<file path="src/rtl/trapcmp_pkg.sv">
package trapcmp_pkg;
    localparam int MASK_W = 5;

    // Field order gives the mask bit positions: slt is bit 4, ugt is bit 0.
    typedef struct packed {
        logic slt;
        logic sgt;
        logic eq;
        logic ult;
        logic ugt;
    } rel_t;
endpackage

</file>
<file path="src/rtl/trapcmp_widen.sv">
module trapcmp_widen #(
    parameter int DATA_W = 64,
    parameter int WORD_W = 32
) (
    input  logic [DATA_W-1:0] op_i,
    input  logic              dword_i,
    output logic [DATA_W-1:0] sx_o,
    output logic [DATA_W-1:0] zx_o
);
    localparam int UPPER_W = DATA_W - WORD_W;

    logic [WORD_W-1:0] low_w;

    assign low_w = op_i[WORD_W-1:0];

    always_comb begin
        if (dword_i) begin
            sx_o = op_i;
            zx_o = op_i;
        end else begin
            sx_o = {{UPPER_W{low_w[WORD_W-1]}}, low_w};
            zx_o = {{UPPER_W{1'b0}}, low_w};
        end
    end
endmodule

</file>
<file path="src/rtl/trapcmp_relate.sv">
module trapcmp_relate
    import trapcmp_pkg::*;
#(
    parameter int DATA_W = 64,
    parameter int WORD_W = 32
) (
    input  logic [DATA_W-1:0] opa_i,
    input  logic [DATA_W-1:0] opb_i,
    input  logic              dword_i,
    output rel_t              rel_o
);
    localparam int N_OPS = 2;

    logic [DATA_W-1:0] op_in [N_OPS];
    logic [DATA_W-1:0] sx    [N_OPS];
    logic [DATA_W-1:0] zx    [N_OPS];

    assign op_in[0] = opa_i;
    assign op_in[1] = opb_i;

    for (genvar g = 0; g < N_OPS; g++) begin : g_widen
        trapcmp_widen #(
            .DATA_W (DATA_W),
            .WORD_W (WORD_W)
        ) i_widen (
            .op_i    (op_in[g]),
            .dword_i (dword_i),
            .sx_o    (sx[g]),
            .zx_o    (zx[g])
        );
    end

    always_comb begin
        rel_o.slt = $signed(sx[0]) < $signed(sx[1]);
        rel_o.sgt = $signed(sx[0]) > $signed(sx[1]);
        rel_o.eq  = zx[0] == zx[1];
        rel_o.ult = zx[0] < zx[1];
        rel_o.ugt = zx[0] > zx[1];
    end
endmodule

</file>
<file path="src/rtl/trapcmp_select.sv">
module trapcmp_select
    import trapcmp_pkg::*;
(
    input  rel_t              rel_i,
    input  logic [MASK_W-1:0] mask_i,
    output logic              hit_o
);
    logic [MASK_W-1:0] enabled;

    assign enabled = mask_i & rel_i;
    assign hit_o   = |enabled;
endmodule

</file>
<file path="src/rtl/trapcmp_unit.sv">
module trapcmp_unit
    import trapcmp_pkg::*;
#(
    parameter int DATA_W = 64,
    parameter int WORD_W = 32
) (
    input  logic              clk_i,
    input  logic              rst_i,
    input  logic              valid_i,
    input  logic              dword_i,
    input  logic [4:0]        mask_i,
    input  logic [DATA_W-1:0] opa_i,
    input  logic [DATA_W-1:0] opb_i,
    output logic              trap_o
);
    rel_t rel;
    logic hit;
    logic trap_q;

    trapcmp_relate #(
        .DATA_W (DATA_W),
        .WORD_W (WORD_W)
    ) i_relate (
        .opa_i   (opa_i),
        .opb_i   (opb_i),
        .dword_i (dword_i),
        .rel_o   (rel)
    );

    trapcmp_select i_select (
        .rel_i  (rel),
        .mask_i (mask_i),
        .hit_o  (hit)
    );

    always_ff @(posedge clk_i) begin
        if (rst_i) begin
            trap_q <= 1'b0;
        end else begin
            trap_q <= valid_i & hit;
        end
    end

    assign trap_o = trap_q;


    no_spurious_trap_chk: assert property (@(posedge clk_i) disable iff (rst_i)
        trap_o |-> $past(valid_i));


    zero_mask_quiet_chk: assert property (@(posedge clk_i) disable iff (rst_i)
        (valid_i && mask_i == 5'h00) |=> !trap_o);


    full_mask_trap_chk: assert property (@(posedge clk_i) disable iff (rst_i)
        (valid_i && mask_i == 5'h1F) |=> trap_o);


    reset_clears_chk: assert property (@(posedge clk_i)
        rst_i |=> !trap_o);


    signed_trichotomy_chk: assert property (@(posedge clk_i) disable iff (rst_i)
        $countones({rel.slt, rel.sgt, rel.eq}) == 1);


    unsigned_trichotomy_chk: assert property (@(posedge clk_i) disable iff (rst_i)
        $countones({rel.ult, rel.ugt, rel.eq}) == 1);
endmodule

</file>
<file path="config.mk">
export PLATFORM = sky130hd
export DESIGN_NAME = trapcmp_unit
export DESIGN_NICKNAME = d
export VERILOG_FILES = /design/src/rtl/trapcmp_pkg.sv /design/src/rtl/trapcmp_widen.sv /design/src/rtl/trapcmp_relate.sv /design/src/rtl/trapcmp_select.sv /design/src/rtl/trapcmp_unit.sv
export SDC_FILE = /design/constraint.sdc
export NUM_CORES = 1
export LEC_CHECK = 0
export CORE_UTILIZATION = 28
export CTS_CLUSTER_SIZE = 12
export DETAILED_ROUTE_END_ITERATION = 16
export PLACE_DENSITY = 0.59
export SLEW_MARGIN = 15
export SYNTH_ARGS = -nofsm -noshare
export SYNTH_HDL_FRONTEND = slang
export SYNTH_SLANG_ARGS = --single-unit
</file>
<file path="constraint.sdc">
create_clock -name clk_i -period 4.4 [get_ports clk_i]
set_input_delay 1.32 -clock clk_i [delete_from_list [all_inputs] [get_ports clk_i]]
set_output_delay 1.32 -clock clk_i [all_outputs]
set_load 0.01 [all_outputs]
</file>
==> impl_metrics.yaml, run 1 <==
status:
  status: "finished clean"
power_and_ir_drop:
  p_switching_mw: 0.195
  irDropWorstVdd_mv: 0.0437
  leakagePower_nw: 2.20
  p_int_mw: 0.258
  sw_frac_of_total: 0.430
  clockPowerShare: 0
  seq_power_share: 0.025
  p_per_area_nw_per_um2: 97.7
  comb_power_share: 0.975
detailed_routing:
  met1_length_mm: 4.11
  routed.top_layer: "met4"
  firstDrtPassIters: 4
  ant_nets: 0
  via_count: 3422
  drtIter0Drc: 54
  remaining_drc_errors: 0
  drt-total-wl_mm: 8.90
  met3WireLength_um: 458
  wl_met2_mm: 4.26
  wire_per_inst_um: 12.7
  viasPerCell: 4.88
clocking:
  clk_pin_slew_ns: 0
  post_cts_buffers: 0
floorplanning:
  rows: 37
  dieArea_um2: 11300
  die_y_um: 106
  die_x_um: 106
  initial_utilization: 0.291
  ios: 138
  core-area_um2: 10400
critical_path:
  worst_setup_path_start_kind: "primary input"
  end_kind: "flip-flop"
  path_class: "in -> reg"
  cp_max_fo: 32
  cp.required_ns: 4.27
  arrival_ns: 4.08
timing:
  worst_pin_slew_ns: 0.467
  fin_crit_sh: 0.958
  hold_violations: 0
  slew-limit-headroom: 0.686
  setup-tns-final_ns: 0
  layout_setup_ws_ns: 0.186
  drv_slew: 0
  finalSetupViolCount: 0
  whs_ns: 1.96
  period_needed_ns: 4.21
  max_freq_ghz: 0.237
  rsz0062_at_grt: "false"
place:
  post-place-ws_ns: 0.104
  place_inst: 701
  dpl_cell_area_um2: 4620
  io_buffers: 137
  place_congestion: 0.824
  hpwl_mm: 7.92
logic_synthesis:
  ys_seq_area_frac: 0.00660
  ys_seq_elements: 1
  synthTopCellsByArea: "ha_1 (40%), a21oi_1 (11%), nand2_1 (6.9%)"
  synth_flop_cell: "dfxtp_1"
  synth-async-reset-ratio: 0
  synth.avg_cell_area_um2: 6.98
  yosys_warnings: 0
  syn-num-nets: 668
  synth_cells: 435
  syn-cell-area_um2: 3040
  post-synth-top-area-cell: "ha_1"
  ys_types: 38
  synth.top_cell.area_share: 0.396
  synth-edff-count: 0
layout:
  insertedDiodeCount: 0
  final_cell_area_um2: 4640
  finalNonFillerCells: 701
  final_nets: 800
  multiInputGateArea_um2: 2840
  layout.cells.most_common: "clkdlybuf4s50_1"
  regArea_um2: 20.0
  largest_reg_flops: 1
  drive_gt1_frac: 0.0354
  fill_cells: 1072
  syn2layout_area_growth_pct: 52.9
  final_cell_mix: "clkdlybuf4s50_1 (136), ha_1 (96), a21oi_1 (64), nand2_1 (56), inv_1 (35)"
grt:
  grt_max_degree: 62
  antenna_found_initial: 0
  grt_pass1_wl_mm: 14.9
  track_usage: 0.156
  grt_overflow: 0
  grt_pass1_vias: 3519
run:
  timing.max_cap.violations: 0
worst_hold_path:
  hp-class: "in -> reg"
## cell usage after synthesis (5+ instances only)
| cell | count |
|---|---|
| a21o_1 | 6 |
| nand2_1 | 56 |
| ha_1 | 96 |
| and2_1 | 32 |
| a21oi_1 | 64 |
| nor2_1 | 13 |
| nand2b_1 | 32 |
| nand3_1 | 15 |
| nand4_1 | 14 |
| o21ai_0 | 8 |
| clkbuf_1 | 12 |
| a221o_1 | 5 |
| inv_1 | 35 |
## per-stage QoR
stage	total power, mW	utilization
6_report	0.454	0.446
5_1_grt	0.513	0.446
4_1_cts	0.456	0.443
3_5_place_dp	0.453	0.443
3_3_place_gp	0.442	0.443
2_1_floorplan	0.255	-
## final cells by class
cell class,count,share of cell area
inverter,35,0.0283
multi-input combinational,383,0.612
sequential,1,0.00431
tap,136,0.0367
timing repair buffer,146,0.319
## metal layers
metal  global-route usage  up-vias
met5                    0        -
met4               0.0129        0
met3               0.0172        6
met2                0.298       82
met1                0.192     1508
li1                     -     1826
## what timing repair did
item                       4_1_cts  5_1_grt
gates resized for setup          0        5
setup endpoints to repair        0        1
hold buffers                     0        0
## worst paths after layout
| check | startpoint | end | cells past startpoint |
|---|---|---|---|
| worst max-delay path | opa_i[31] | trap_o | 13 |
| worst min-delay path | mask_i[4] | trap_o | 3 |
## power groups by stage
| stage | clock [mW] | sequential, mW | combinational, mW |
|---|---|---|---|
| after CTS | 0 | 0.0112 | 0.445 |
| after detailed placement | 0 | 0.0112 | 0.441 |
| after global routing | 0 | 0.0113 | 0.502 |
| after global placement | 0 | 0.0112 | 0.431 |
| after floorplan | 0 | 0.0118 | 0.243 |
| final | 0 | 0.0113 | 0.442 |
## kinds of logic (layout without fill, tap and decap cells)
group | after synthesis | after routing | share of synthesized area
buf+inv | 51 | 181 | 0.0631
fa+ha+maj | 96 | 96 | 0.396
simple gates | 179 | 179 | 0.311
compound gates | 108 | 108 | 0.223
flops | 1 | 1 | 0.00660
## critical path, stage by stage
cell and delay [ns]:
clkdlybuf4s50_1 0.44, nand2b_1 0.13, buf_12 0.19, nand2b_1 0.09, ha_1 0.32, a21oi_2 0.15, o21ai_1 0.07, a221o_1 0.36
a211o_1 0.31, a2111oi_4 0.37, a211oi_1 0.12, nor2_1 0.12, nand3_1 0.08
Power figures use the tool's default switching activity.
==> inputs of run 2 (changes only) <==
- CAP_MARGIN: unset -> 40
==> results of run 2 <==
No change in the layout: final DEF, timing and power equal those of run 1.
==> inputs of run 3 (changes only) <==
- MAX_ROUTING_LAYER: unset -> met4
==> run 3 against run 2 <==
  * Global-route usage up 0.42 points
  * Worst setup slack about the same
  * Total power barely moved
  * Critical path type unchanged
  * Sequential power about the same
  * Final cell count unchanged
  * Via count is essentially flat
  * Hold slack stayed put
  * Maximum frequency about the same
  * First-iteration DRC count unchanged
  * Core utilization did not move
  * Combinational power barely moved
==> impl_metrics.yaml, run 3 (synthesized netlist as in run 1, its figures left out) <==
layout:
  syn2layout_area_growth_pct: 52.9
  insertedDiodeCount: 0
  layout.cells.most_common: "clkdlybuf4s50_1"
  final_cell_area_um2: 4640
  final_nets: 800
  multiInputGateArea_um2: 2840
  drive_gt1_frac: 0.0354
  largest_reg_flops: 1
  regArea_um2: 20.0
  final_cell_mix: "clkdlybuf4s50_1 (136), ha_1 (96), a21oi_1 (64), nand2_1 (56), inv_1 (35)"
  fill_cells: 1072
power_and_ir_drop:
  leakagePower_nw: 2.20
  irDropWorstVdd_mv: 0.0436
  p_per_area_nw_per_um2: 97.7
  p_int_mw: 0.258
  sw_frac_of_total: 0.430
  clockPowerShare: 0
  seq_power_share: 0.025
  comb_power_share: 0.975
  p_switching_mw: 0.195
critical_path:
  cp.required_ns: 4.27
  cpMaxStageDelayCell: "clkdlybuf4s50_1"
  critical-path-max-stage-delay_ns: 0.44
  end_kind: "flip-flop"
  cp_top_family: "compound AO/OA/AOI/OAI gates"
  arrival_ns: 4.08
  cp_max_fo: 32
  path_cells: "clkdlybuf4s50_1, nand2b_1, buf_12, nand2b_1, ha_1, a21oi_2, o21ai_1, a221o_1, a211o_1, a2111oi_4, a211oi_1, nor2_1, nand3_1"
  crit_path_frequent_cell: "nand2b_1"
  cp_num_buf_inv: 2
  crit_start: "opa_i[31]"
  path_class: "in -> reg"
  worst_setup_path_start_kind: "primary input"
floorplanning:
  die_x_um: 106
  ios: 138
  core-area_um2: 10400
  rows: 37
  dieArea_um2: 11300
  initial_utilization: 0.291
  die_y_um: 106
place:
  dpl_cell_area_um2: 4620
  hpwl_mm: 7.92
  place_congestion: 0.837
  io_buffers: 137
detailed_routing:
  viasPerCell: 4.88
  drtIter0Drc: 54
  ant_nets: 0
  drt-total-wl_mm: 8.90
  wire_per_inst_um: 12.7
  remaining_drc_errors: 0
  via_count: 3423
  firstDrtPassIters: 4
timing:
  finalSetupViolCount: 0
  max_freq_ghz: 0.237
  period_needed_ns: 4.21
  fin_crit_sh: 0.958
  whs_ns: 1.96
  drv_slew: 0
  setup-tns-final_ns: 0
  worst_pin_slew_ns: 0.467
  rsz0062_at_grt: "false"
  slew-limit-headroom: 0.686
  hold_violations: 0
grt:
  antenna_found_initial: 0
  grt_max_degree: 62
  grt_overflow: 0
  grt_pass1_vias: 3521
  grt_pass1_wl_mm: 14.9
  track_usage: 0.160
clocking:
  clk_pin_slew_ns: 0
  postCtsHoldBufs: 0
run:
  timing.max_cap.violations: 0
worst_hold_path:
  hp-class: "in -> reg"
  hold_path_startpoint: "mask_i[4]"
status:
  status: "finished clean"
## run 3: cell counts in the layout (fill, tap and decap cells not counted)
Identical to the previous run, type by type.
## run 3: timing repair
item	4_1_cts	5_1_grt
resized for setup	0	5
setup endpoints to repair	0	1
buffers inserted	0	0
## run 3: layout make-up
cell class / count / share of cell area
inverter: 35 / 0.0283
tap: 136 / 0.0367
sequential: 1 / 0.00431
multi-input combinational: 383 / 0.612
timing repair buffer: 146 / 0.319
## run 3: worst paths after layout
path	to	slack [ns]	cells past startpoint
worst min-delay path	trap_o	1.96	3
worst max-delay path	trap_o	0.19	13
## run 3: worst min-delay path, stage by stage
cell and delay, ns:
clkdlybuf4s50_1 0.40, nand4b_1 0.10, nand3_1 0.07
## run 3: per-stage QoR
| stage | power (mW) | util | setup WS [ns] | std cells |
|---|---|---|---|---|
| floorplan | 0.255 | - | 0.527 | 435 |
| global placement | 0.442 | 0.443 | 0.176 | 701 |
| detailed placement | 0.453 | 0.443 | 0.104 | 701 |
| CTS | 0.456 | 0.443 | 0.103 | 701 |
| global route | 0.513 | 0.446 | 0.0109 | 701 |
| finish | 0.454 | 0.446 | 0.186 | 701 |
## run 3: routing by layer
layer / GRT usage / vias up / wire, um
li1: - / 1826 / -
met1: 0.195 / 1509 / 4160
met2: 0.297 / 82 / 4260
met3: 0.0123 / 6 / 402
met4: 0.0129 / 0 / 79
met5: - / - / 0
## run 3: power by group through the flow
stage / clock (mW) / combinational, mW / sequential, mW
finish: 0 / 0.442 / 0.0113
global route: 0 / 0.502 / 0.0113
floorplan: 0 / 0.243 / 0.0118
detailed placement: 0 / 0.441 / 0.0112
global placement: 0 / 0.431 / 0.0112
CTS: 0 / 0.445 / 0.0112
